<file path="src/rtl/cfp_pkg.sv">
package cfp_pkg;
   // bit positions of the synchronised serial pins
   localparam int unsigned PIN_CS   = 0;
   localparam int unsigned PIN_SCLK = 1;
   localparam int unsigned PIN_SDI  = 2;
   localparam int unsigned PIN_CNT  = 3;
   // idle level of each pin: chip select high, clock and data low
   localparam logic [PIN_CNT-1:0] PIN_IDLE = 3'b001;
endpackage

</file>
<file path="src/rtl/cfp_sync.sv">
module cfp_sync #(
   parameter int unsigned W      = 3,
   parameter int unsigned STAGES = 2,
   parameter logic [W-1:0] INIT  = '0
) (
   input  logic         clk,
   input  logic         rst_n,
   input  logic [W-1:0] din,
   output logic [W-1:0] dout
);
   if (STAGES < 2) begin : g_bad_stages
      $error("cfp_sync needs at least two stages");
   end

   logic [W-1:0] stage_q [STAGES];

   for (genvar s = 0; s < STAGES; s++) begin : g_stage
      if (s == 0) begin : g_first
         always_ff @(posedge clk or negedge rst_n) begin
            if (!rst_n) stage_q[s] <= INIT;
            else        stage_q[s] <= din;
         end
      end else begin : g_next
         always_ff @(posedge clk or negedge rst_n) begin
            if (!rst_n) stage_q[s] <= INIT;
            else        stage_q[s] <= stage_q[s-1];
         end
      end
   end

   assign dout = stage_q[STAGES-1];
endmodule

</file>
<file path="src/rtl/cfp_edges.sv">
module cfp_edges #(
   parameter int unsigned W     = 2,
   parameter logic [W-1:0] INIT = '0
) (
   input  logic         clk,
   input  logic         rst_n,
   input  logic [W-1:0] lvl,
   output logic [W-1:0] rise,
   output logic [W-1:0] fall
);
   logic [W-1:0] prev_q;

   always_ff @(posedge clk or negedge rst_n) begin
      if (!rst_n) prev_q <= INIT;
      else        prev_q <= lvl;
   end

   assign rise = lvl & ~prev_q;
   assign fall = ~lvl & prev_q;
endmodule

</file>
<file path="src/rtl/cfp_shifter.sv">
module cfp_shifter #(
   parameter int unsigned NCH = 4
) (
   input  logic           clk,
   input  logic           rst_n,
   input  logic           cs_lvl,
   input  logic           load,
   input  logic           commit,
   input  logic           shift,
   input  logic           drive,
   input  logic           sdi_bit,
   input  logic [NCH-1:0] fault_in,
   output logic [NCH-1:0] sr_q,
   output logic           sdo,
   output logic           oe
);
   logic active;
   assign active = ~cs_lvl;

   always_ff @(posedge clk or negedge rst_n) begin
      if (!rst_n) begin
         sr_q <= '0;
         sdo  <= 1'b0;
         oe   <= 1'b0;
      end else if (load) begin
         sr_q <= fault_in;
         sdo  <= fault_in[NCH-1];
         oe   <= 1'b1;
      end else if (commit) begin
         sdo  <= 1'b0;
         oe   <= 1'b0;
      end else if (active) begin
         if (shift)      sr_q <= {sr_q[NCH-2:0], sdi_bit};
         else if (drive) sdo  <= sr_q[NCH-1];
      end
   end


   load_present_chk: assert property (@(posedge clk) disable iff (!rst_n)
      load |=> (oe && sdo == $past(fault_in[NCH-1])));

   shift_lsb_chk: assert property (@(posedge clk) disable iff (!rst_n)
      (active && shift && !load) |=> (sr_q[0] == $past(sdi_bit)));

   sdo_follow_chk: assert property (@(posedge clk) disable iff (!rst_n)
      (active && drive && !load) |=> (sdo == $past(sr_q[NCH-1])));
endmodule

</file>
<file path="src/rtl/cmd_fault_port.sv">
module cmd_fault_port #(
   parameter int unsigned NCH         = 4,
   parameter int unsigned SYNC_STAGES = 2
) (
   input  logic           clk,
   input  logic           rst_n,
   input  logic           cs_n,
   input  logic           sclk,
   input  logic           sdi,
   input  logic [NCH-1:0] fault_in,
   output logic           sdo,
   output logic           sdo_oe,
   output logic [NCH-1:0] ctrl_out
);
   import cfp_pkg::*;

   if (NCH < 2) begin : g_bad_nch
      $error("cmd_fault_port needs at least two channels");
   end

   localparam int unsigned EDGE_W = 2;

   logic [PIN_CNT-1:0] pins_raw, pins_s;
   logic [EDGE_W-1:0]  rise, fall;
   logic [NCH-1:0]     sr_q;
   logic               cs_lvl, cs_fall, cs_rise, ck_rise, ck_fall;

   assign pins_raw = {sdi, sclk, cs_n};

   cfp_sync #(.W(PIN_CNT), .STAGES(SYNC_STAGES), .INIT(PIN_IDLE)) u_sync (
      .clk(clk), .rst_n(rst_n), .din(pins_raw), .dout(pins_s));

   cfp_edges #(.W(EDGE_W), .INIT(PIN_IDLE[EDGE_W-1:0])) u_edges (
      .clk(clk), .rst_n(rst_n), .lvl(pins_s[EDGE_W-1:0]),
      .rise(rise), .fall(fall));

   assign cs_lvl  = pins_s[PIN_CS];
   assign cs_fall = fall[PIN_CS];
   assign cs_rise = rise[PIN_CS];
   assign ck_rise = rise[PIN_SCLK];
   assign ck_fall = fall[PIN_SCLK];

   cfp_shifter #(.NCH(NCH)) u_shift (
      .clk(clk), .rst_n(rst_n), .cs_lvl(cs_lvl), .load(cs_fall),
      .commit(cs_rise), .shift(ck_rise), .drive(ck_fall),
      .sdi_bit(pins_s[PIN_SDI]), .fault_in(fault_in),
      .sr_q(sr_q), .sdo(sdo), .oe(sdo_oe));

   always_ff @(posedge clk or negedge rst_n) begin
      if (!rst_n)       ctrl_out <= '0;
      else if (cs_rise) ctrl_out <= sr_q;
   end


   commit_word_chk: assert property (@(posedge clk) disable iff (!rst_n)
      cs_rise |=> (!sdo_oe && ctrl_out == $past(sr_q)));

   idle_hold_chk: assert property (@(posedge clk) disable iff (!rst_n)
      (cs_lvl && !cs_rise) |=> ($stable(ctrl_out) && !sdo_oe));

   cs_wins_chk: assert property (@(posedge clk) disable iff (!rst_n)
      (cs_fall && ck_rise) |=> (sr_q == $past(fault_in)));
endmodule

</file>
<file path="config.mk">
export PLATFORM = sky130hd
export DESIGN_NAME = cmd_fault_port
export DESIGN_NICKNAME = d
export VERILOG_FILES = /design/src/rtl/cfp_pkg.sv /design/src/rtl/cfp_sync.sv /design/src/rtl/cfp_edges.sv /design/src/rtl/cfp_shifter.sv /design/src/rtl/cmd_fault_port.sv
export SDC_FILE = /design/constraint.sdc
export NUM_CORES = 1
export LEC_CHECK = 0
export BUFFER_PORTS_ARGS = -buffer_cell sky130_fd_sc_hd__buf_4
export CAP_MARGIN = 20
export CORE_AREA = 2 2 40 42
export DETAILED_ROUTE_END_ITERATION = 7
export DIE_AREA = 0 0 42 44
export PLACE_DENSITY = 0.78
export RECOVER_POWER = 50
export SETUP_SLACK_MARGIN = 0.5
export SLEW_MARGIN = 20
export SYNTH_ARGS = -nofsm -noshare
export SYNTH_HDL_FRONTEND = slang
export SYNTH_SLANG_ARGS = --single-unit
export TNS_END_PERCENT = 50
</file>
<file path="constraint.sdc">
create_clock -name clk -period 3.7 [get_ports clk]
set_input_delay 0.185 -clock clk [delete_from_list [all_inputs] [get_ports clk]]
set_output_delay 0.185 -clock clk [all_outputs]
set_load 0.1 [all_outputs]
</file>
# Yosys cells after proc, flatten, opt, wreduce, memory -nomap -nowiden
# Cells that the tools add are included.
# word_totals
ff_bits,18
latchBits,0
ramBits,0
mem_bits_ro,0
in_bits,9
word_cells,31
n_memories,0
# op_classes
n_addsub,0
multipliers,0
n_div,0
n_lt_le_gt_ge,0
eq_ne,4
shift,0
n_mux,11
bitwise_logic,4
reduce_logical,5
# ops
operator,count
two-way mux 4 bit,4
two-way mux 1 bit,7
AND reduction 3 bit,2
AND 2 bit,2
inverter 2 bit,2
nonzero test 2 bit,2
inequality test 3 x 2 -> 1 bit (second input constant),1
inequality test 3 bit (second input constant),1
nonzero test 3 bit,1
inequality test 2 x 1 -> 1 bit (second input constant),1
inequality test 2 bit (second input constant),1

# Logic depth before layout (Yosys ltp)
# Gate-level depths: netlist of the first run.
# depth
depth_word,7
depth_mapped,6
depth_no_buf,5

# Hierarchy
# A second synthesis of the first run with hierarchy kept.
# unflattened
cells_unflattened,48
area_unflattened_um2,690.7
# modules_own_cells
module,instances,cells_each,area_per_inst_um2,seq_area_each_um2
cfp_shifter,1,25,284.0,150.1
cfp_sync,1,9,175.2,152.6
cmd_fault_port,1,8,145.1,100.1
cfp_edges,1,6,86.3,51.3

# Least setup slack after synthesis of the first run
# No wires, ideal clock.
# synth_path
path_type,flip-flop to flip-flop
from,register u_sync.stage_q (netlist bit u_sync.dout[0])
to,register u_shift.sr_q[0]
setup_time_ps,125
arrival_ps,1445
required_ps,3575
path_slack_ps,2130
path_stages_with_launch,6
path_buffers,1
period_less_slack_ps,1570
cell_sequence,dfstp_2 > inv_1 > ha_1 > buf_6 > o21bai_2 > mux2_2
# synth_via
elab_chain_len,4
# synth_rtl
element,line,source
start: declaration,cfp_sync.sv:15,logic [W-1:0] stage_q [STAGES];
start signal: indexed assignment,cfp_sync.sv:26,else stage_q[s] <= stage_q[s-1];
inverter 2 bit *,cfp_edges.sv:19,assign fall = ~lvl & prev_q;
AND 2 bit *,cfp_edges.sv:19,
via u_shift.load,cfp_shifter.sv:7,"input logic load,"
inequality test 2 bit (no line) (tied with other cells),--,
AND reduction 3 bit (no line),--,
end signal: assignment,cfp_shifter.sv:26,sr_q <= fault_in;
end signal: assignment,cfp_shifter.sv:33,"if (shift) sr_q <= {sr_q[NCH-2:0], sdi_bit};"
end: declaration,cfp_shifter.sv:13,"output logic [NCH-1:0] sr_q,"
# The timed path passes the listed nets; every way through them passes the cells marked *.
# A chain may end at the register's enable or synchronous reset.

# Worst setup path in the final report of the first run
# Ends and elaborated chain as after synthesis.

==> qor.yml, run 1 <==
outcome: "finished, final reports clean"
cts_tree: "yes"
dp_hpwl_um: 741
n_antenna_cell: 0
wl_met1_um: 447
reg2reg_setup_slack_ns: 2.00
synth_commonest_cells: "15 x dfrtp_1, 10 x mux2_2, 4 x mux2_4"
p_per_area_mw_per_mm2: 736
fin_area_um2: 907
seq_area_frac_synth_pct: 62.2
synth_compound_area_share_pct: 3.42
ant_nets: 0
fin_util_pct: 63.9
grt_max_degree: 19
synth.distinct_cells: 13
synth_area_leaders: "dfrtp_1 51%, mux2_2 15%, dfstp_2 11%"
postPlaceCellArea_um2: 845
p_leak_nw: 0.428
worst_pin_slew_ns: 0.929
critPathKind: "flip-flop to flip-flop"
initial_core_util_pct: 51.5
layout.nets: 78
synth_xor_area_share_pct: 0
synth_ff_type: "dfrtp_1"
seqCellArea_um2: 454
wl_met2_um: 488
synth_most_common_cell: "dfrtp_1"
die_h_um: 44
fin_tns_setup_ns: 0
maxCapViolations: 0
finalCritPeriodShare_pct: 46.1
hold_path.class: "input port to flip-flop"
start_kind: "flip-flop"
synth_top_area_share_pct: 51.4
place_congestion: 0.696
cts_sinks: 18
fmaxAchievable_mhz: 587
hold_ws_ns: 0.241
via_count: 404
multi_input_area_um2: 258
die_w_um: 42
avgSynthCellArea_um2: 16.6
grt_pass1_wl_um: 1630
synth-simple-area-share_pct: 3.08
ioPinCount: 15
synth_cells: 44
dr.pass1.iters: 3
antenna_found_initial: 0
syn_to_final_growth_pct: 24.1
clk-insertion-delay-late_ns: 0.29
num_rows: 14
drt_iter0_markers: 4
ir_drop_uv: 500
required_ns: 3.89
postSynthNetCount: 56
min_period_ns: 1.70
synth_edf_count: 0
hold_violations: 0
routed_wl_um: 1020
relSlewSlack_pct: 38.1
synth_fa_ha_area_share_pct: 5.14
path_clk_slew_ns: 0.10
setup-violations-final: 0
power.total_w: 0.000667
root_buffer: "clkbuf_4"
gr-total-overflow: 0
drive_gt1_share_pct: 53.8
first_global_vias: 411
synth_area_um2: 731
place.port_buffers: 14
rsz0062_at_grt: "false"
wl_met3_um: 53
numCtsBuffers: 3
synth_top_family_by_area: "multiplexers"
wire_per_inst_um: 12.6
grt_usage_pct: 12.6
yosys.area.top_type: "dfrtp_1"
core_mm2: 0.00142
drcViolationCount: 0
finClkSkew_ns: 0.00887
top_layer_used: "met4"
fillCellCount: 103
cp-end-kind: "flip-flop"
ys_seq_elements: 18
cp.arrival_ns: 1.89
synthMuxAreaShare_pct: 23.6
htreeDepth: 1
cts_resized: 0
yosysWarnings: 0
via_per_inst: 4.99
ys_async_sr_fraction_pct: 100
slew_viol_final: 0
worstPathMaxFanout: 8
cts_buffer_depth: 2
dieArea_mm2: 0.00185
-- path summary, 6_finish.rpt --
kind,cells past startpoint,endpoint,startpoint
setup / recovery,4,u_shift.sr_q[0],u_sync.dout[0]
hold / removal,3,u_shift.sr_q[2],fault_in[2]
setup reg to reg,4,u_shift.sr_q[0],u_sync.dout[0]
hold reg to reg,0,u_sync.dout[0],u_sync.stage_q[3]
max in group asynchronous,2,ctrl_out[3],rst_n
min in group asynchronous,2,u_sync.dout[2],rst_n
-- power by group --
group	internal [W]	total (W)	switching [W]
sequential	0.000242	0.000267	0.0000249
clock	0.0000420	0.0000981	0.0000561
combinational	0.0000877	0.000303	0.000215
-- critical path: stages (launching register included) --
cell      delay, ns
dfstp_2        0.58
inv_1          0.05
ha_1           0.31
o21bai_2       0.29
mux2_2         0.37
-- per-layer routing --
layer	global-route usage, %	up-vias
li1	-	197
met1	14.0	189
met2	20.9	15
met3	2.92	3
met4	9.68	0
met5	0	-
-- cell type report --
class / instances / share of cell area (%)
multi-input combinational: 23 / 28.4
sequential: 18 / 50.1
timing repair buffer: 18 / 15.6
inverter: 2 / 0.828
tap: 16 / 2.21
clock buffer: 4 / 2.90
-- kinds of logic (layout without fill, tap and decap cells) --
logic type                 count (synthesis)  count (layout)
DFF                                       18              18
adders and majority gates                  3               3
buffers and inverters                      3              24
muxes                                     14              14
and+or+nand+nor                            3               3
AOI/OAI and AO/OA                          3               3
-- flip-flops by register name, indices dropped and copies added (netlist names) --
name / flops
ctrl_out: 4
u_shift.sr_q: 4
u_sync.dout: 3
u_sync.stage_q: 3
u_edges.prev_q: 2
u_shift.oe: 1
u_shift.sdo: 1
-- stage by stage --
stage                     setup WS (ns)  std cells
after floorplan                    2.13         44
after global placement             2.04         73
after detailed placement           1.98         73
after CTS                          1.99         81
after global routing               1.91         81
final                              2.00         81
-- layout by cell type, fill, tap and decap left out --
master / synthesis / routed
a21oi_1: 1 / 1
a22o_1: 1 / 1
buf_4: 0 / 13
clkbuf_1: 0 / 2
clkbuf_4: 0 / 3
dfrtp_1: 15 / 15
dfstp_2: 3 / 3
dlygate4sd3_1: 0 / 4
ha_1: 3 / 3
inv_1: 2 / 2
mux2_2: 10 / 10
mux2_4: 4 / 4
nand2b_1: 1 / 1
nor2_1: 1 / 1
nor3b_2: 1 / 1
o21bai_2: 1 / 1
-- repair_timing --
action	in CTS	in global routing
setup buffers	0	0
endpoints found under the hold margin	21	0
hold buffers	4	0
(Power assumes the default switching activity.)
==> inputs of run 2 (changes only) <==
--- a/config.mk
+++ b/config.mk
@@ -7,10 +7,10 @@
 export LEC_CHECK = 0
 export BUFFER_PORTS_ARGS = -buffer_cell sky130_fd_sc_hd__buf_4
 export CAP_MARGIN = 20
-export CORE_AREA = 2 2 40 42
+export CORE_AREA = 2 2 42 44
 export DETAILED_ROUTE_END_ITERATION = 7
-export DIE_AREA = 0 0 42 44
-export PLACE_DENSITY = 0.78
+export DIE_AREA = 0 0 44 46
+export PLACE_DENSITY = 0.72
 export RECOVER_POWER = 50
 export SETUP_SLACK_MARGIN = 0.5
 export SLEW_MARGIN = 20
==> constraint.sdc (replaced) <==
create_clock -name clk -period 1.6 [get_ports clk]
set_input_delay 0.08 -clock clk [delete_from_list [all_inputs] [get_ports clk]]
set_output_delay 0.08 -clock clk [all_outputs]
set_load 0.1 [all_outputs]
==> run 2 against run 1 <==
Net effect: sequential power increased by 130%; via count increased by 1.7%; sequential share of layout area is 3.8 points lower; critical path type unchanged; largest power group unchanged.
==> qor.yml, run 2 (synthesis results as in run 1) <==
critPathKind: "flip-flop to flip-flop"
startpoint: "u_edges.prev_q[0]"
fmaxAchievable_mhz: 675
dr.pass1.iters: 4
n_antenna_cell: 0
place_congestion: 0.709
rr_worst_depth: 3
finalCritPeriodShare_pct: 92.6
ioPinCount: 15
drt_iter0_markers: 5
gr-total-overflow: 0
fin_tns_setup_ns: 0
fin_area_um2: 981
dieArea_mm2: 0.00202
fin_util_pct: 60.8
ant_nets: 0
routed_wl_um: 1120
maxCapViolations: 0
antenna_found_initial: 0
wire_per_inst_um: 13.2
postPlaceCellArea_um2: 873
grt_max_degree: 19
top_regs: "ctrl_out x4, u_shift.sr_q x4"
required_ns: 1.77
initial_core_util_pct: 45.3
drive_gt1_share_pct: 64.7
numCtsBuffers: 3
first_global_vias: 464
clk-insertion-delay-late_ns: 0.29
met3_usage_pct: 3.17
via_per_inst: 4.84
ir_drop_uv: 896
reg2reg_setup_slack_ns: 0.12
setup-violations-final: 0
syn_to_final_growth_pct: 34.2
via_count: 411
rr_endpoint: "u_shift.sr_q[0]"
min_from: "fault_in[1]"
relSlewSlack_pct: 36.0
htreeDepth: 1
reg2reg_from: "u_edges.prev_q[0]"
place.port_buffers: 14
cts_buffer_depth: 2
worst_pin_slew_ns: 0.960
multi_input_area_um2: 298
grt_usage_pct: 13.5
hold_path.class: "input port to flip-flop"
outcome: "finished, final reports clean"
fillCellCount: 126
whs_path_depth: 3
use_met1_pct: 17.3
cts_sinks: 18
met2_usage_pct: 20.0
seqCellArea_um2: 454
cp-end-kind: "flip-flop"
layout_common_cells: "15 x dfrtp_1, 15 x buf_4, 9 x mux2_2, 5 x mux2_4"
grt_pass1_wl_um: 1950
slew_viol_final: 0
rsz0062_at_grt: "true"
cts_tree: "yes"
top_usage_layer: "met2"
worstPathMaxFanout: 8
path_clk_slew_ns: 0.11
p_leak_nw: 0.453
min_to: "u_shift.sr_q[1]"
hold_violations: 0
root_buffer: "clkbuf_4"
core_mm2: 0.00161
num_rows: 15
drcViolationCount: 0
finClkSkew_ns: 0.00905
die_h_um: 46
p_per_area_mw_per_mm2: 1650
start_kind: "flip-flop"
dp_hpwl_um: 765
die_w_um: 44
cp.arrival_ns: 1.66
min_period_ns: 1.48
layout.nets: 81
==> run 2: cell count changes in the layout (fill, tap and decap cells not counted), moves of 2 or more <==
cell   delta
buf_4     +2
ha_1      -2
ha_4      +2
inv_1     -2
inv_2     +2
==> run 2: what timing repair did <==
| item | in CTS | in global routing |
|---|---|---|
| gates cloned | 0 | 0 |
| setup buffers | 2 | 0 |
| endpoints found under the setup margin | 10 | 10 |
| hold buffers | 4 | 0 |
| resized for setup | 2 | 2 |
| pin swaps | 1 | 0 |
| endpoints found under the hold margin | 21 | 0 |
==> run 2: metal layers <==
layer / up-vias / routed length (um)
met5: - / 0
met4: 0 / 13
met3: 2 / 54
met2: 11 / 518
met1: 201 / 538
li1: 197 / -
==> run 2: worst max-delay path by stage <==
stage | depth (start not counted) | end
after floorplan | 5 | u_shift.sr_q[0]
after CTS | 3 | u_shift.sr_q[0]
final | 3 | u_shift.sr_q[0]
after global routing | 3 | u_shift.sr_q[1]
after detailed placement | 4 | u_shift.sdo
after global placement | 4 | u_shift.sdo
==> run 2: area by class of cell <==
type,instances,area share (%)
Sequential cell,18,46.3
Multi-Input combinational cell,23,30.4
Timing Repair Buffer,21,16.7
Clock buffer,4,3.70
Tap cell,17,2.17
Inverter,2,0.765
==> run 2: where the power goes <==
part | internal (W) | total [W] | switching [W]
Clock | 0.000138 | 0.000275 | 0.000136
Combinational | 0.000220 | 0.000724 | 0.000504
Sequential | 0.000559 | 0.000616 | 0.0000565
==> run 2: metrics by stage <==
stage	total power [W]	setup slack, ns	instances	hold slack (ns)
after floorplan	0.00118	0.0728	44	-0.216
after global placement	0.00132	0.0450	75	-0.0418
after detailed placement	0.00133	0.0491	75	-0.0406
after CTS	0.00163	0.123	85	0.136
after global routing	0.00169	0.0589	85	0.148
final	0.00161	0.118	85	0.144
==> run 2: critical path, stage by stage (launching register included) <==
cell and delay (ns):
dfstp_2 0.59, ha_4 0.22, mux2_4 0.31, mux2_2 0.26
==> inputs of run 3 (changes only) <==
--- a/config.mk
+++ b/config.mk
@@ -7,10 +7,11 @@
 export LEC_CHECK = 0
 export BUFFER_PORTS_ARGS = -buffer_cell sky130_fd_sc_hd__buf_4
 export CAP_MARGIN = 20
-export CORE_AREA = 2 2 42 44
+export CORE_AREA = 2 2 40 42
+export CTS_BUF_LIST = sky130_fd_sc_hd__clkbuf_8
 export DETAILED_ROUTE_END_ITERATION = 7
-export DIE_AREA = 0 0 44 46
-export PLACE_DENSITY = 0.72
+export DIE_AREA = 0 0 42 44
+export PLACE_DENSITY = 0.78
 export RECOVER_POWER = 50
 export SETUP_SLACK_MARGIN = 0.5
 export SLEW_MARGIN = 20
==> run 3 against run 2 <==
Net effect: core utilization is 9.3 points higher; clock power is 31% higher; worst hold slack better by 0.038 ns; sequential share of layout area is 0.64 points lower; wire length is 1.7% lower; final cell count is 1.2% lower; sequential power hardly changed; global-route usage is 1.0 points higher; critical path type unchanged; highest routed layer unchanged.
==> qor.yml, run 3 (synthesis results as in run 1) <==
startpoint: "u_edges.prev_q[0]"
syn_to_final_growth_pct: 36.1
cts_tree: "yes"
outcome: "finished, final reports clean"
top_layer_used: "met4"
slew_viol_final: 0
finalCritPeriodShare_pct: 91.8
dp_hpwl_um: 764
drt_iter0_markers: 2
reg2reg_setup_slack_ns: 0.13
start_kind: "flip-flop"
whs_path_depth: 3
cts_buffer_depth: 2
fmaxAchievable_mhz: 681
p_per_area_mw_per_mm2: 1700
layout_common_cells: "16 x buf_4, 15 x dfrtp_1, 10 x mux2_2"
wl_met1_um: 546
fin_util_pct: 70.1
maxCapViolations: 0
initial_core_util_pct: 51.5
drive_gt1_share_pct: 63.2
wl_met2_um: 492
critPathKind: "flip-flop to flip-flop"
worst_pin_slew_ns: 0.924
required_ns: 1.73
setup_ws_ns: 0.131
rsz0062_at_grt: "true"
place_congestion: 0.689
dp_slack_ns: 0.0557
ir_drop_uv: 1110
grt_max_degree: 19
min_period_ns: 1.47
root_buffer: "clkbuf_8"
hold_path.class: "input port to flip-flop"
dr.pass1.iters: 3
gr-total-overflow: 0
hold_violations: 0
core_mm2: 0.00142
num_rows: 14
htreeDepth: 1
rr_worst_depth: 3
cp-end-kind: "flip-flop"
antenna_found_initial: 0
die_h_um: 44
layout.nets: 81
first_global_vias: 405
dieArea_mm2: 0.00185
grt_usage_pct: 14.5
path_clk_slew_ns: 0.07
worstPathMaxFanout: 8
fin_tns_setup_ns: 0
p_leak_nw: 0.457
final_common_cell: "buf_4"
routed_wl_um: 1110
cp.arrival_ns: 1.60
relSlewSlack_pct: 38.4
reg2reg_from: "u_edges.prev_q[0]"
wire_per_inst_um: 13.2
top_regs: "ctrl_out x4, u_shift.sr_q x4"
numCtsBuffers: 3
finClkSkew_ns: 0.00408
n_antenna_cell: 0
cts_sinks: 18
min_from: "fault_in[2]"
grt_pass1_wl_um: 1910
drcViolationCount: 0
ant_nets: 0
place.port_buffers: 14
setup-violations-final: 0
die_w_um: 42
via_per_inst: 4.83
via_count: 406
wl_met3_um: 53
ioPinCount: 15
clk-insertion-delay-late_ns: 0.25
-- run 3: cell type report --
type	count	area [um^2]
multi-input combinational	23	294
clock buffer	4	55.1
tap	16	20.0
inverter	2	7.51
timing repair buffer	21	164
sequential	18	454
fill	90	424
-- run 3: path summary, 6_finish.rpt --
| path | endpoint |
|---|---|
| min in group asynchronous | ctrl_out[1] |
| max in group asynchronous | u_sync.dout[1] |
| worst max-delay path | u_shift.sr_q[0] |
| worst min register to register | u_sync.dout[0] |
| worst min-delay path | u_shift.sr_q[2] |
| worst max register to register | u_shift.sr_q[0] |
-- run 3: metrics by stage --
step | instances | power (W) | area (um^2) | hold slack, ns
after global placement | 74 | 0.00133 | 872 | -0.0411
final | 84 | 0.00169 | 995 | 0.182
after CTS | 84 | 0.00172 | 998 | 0.180
after global routing | 84 | 0.00176 | 995 | 0.186
after floorplan | 44 | 0.00118 | 751 | -0.216
after detailed placement | 74 | 0.00133 | 872 | -0.0436
-- run 3: worst max-delay path, stage by stage, from the launching register on --
cell	delay, ns
dfstp_2	0.57
ha_4	0.22
mux2_4	0.31
mux2_2	0.26
-- run 3: metal layers --
layer	global-route usage, %	vias up
met5	0	-
met4	9.68	0
met3	3.75	2
met2	19.4	13
met1	20.8	190
li1	-	201
-- run 3: repair_timing --
action | CTS | global route
resized for setup | 2 | 0
setup endpoints to repair | 10 | 10
hold buffers | 4 | 0
pin swaps | 1 | 0
setup buffers | 2 | 0
endpoints found under the hold margin | 21 | 0
-- run 3: report_power, final --
part	switching (W)	internal, W	leakage (nW)	total (W)
clock	0.000141	0.000218	0.0288	0.000359
combinational	0.000503	0.000215	0.218	0.000718
sequential	0.0000572	0.000561	0.210	0.000618
total	0.000701	0.000994	0.457	0.00169
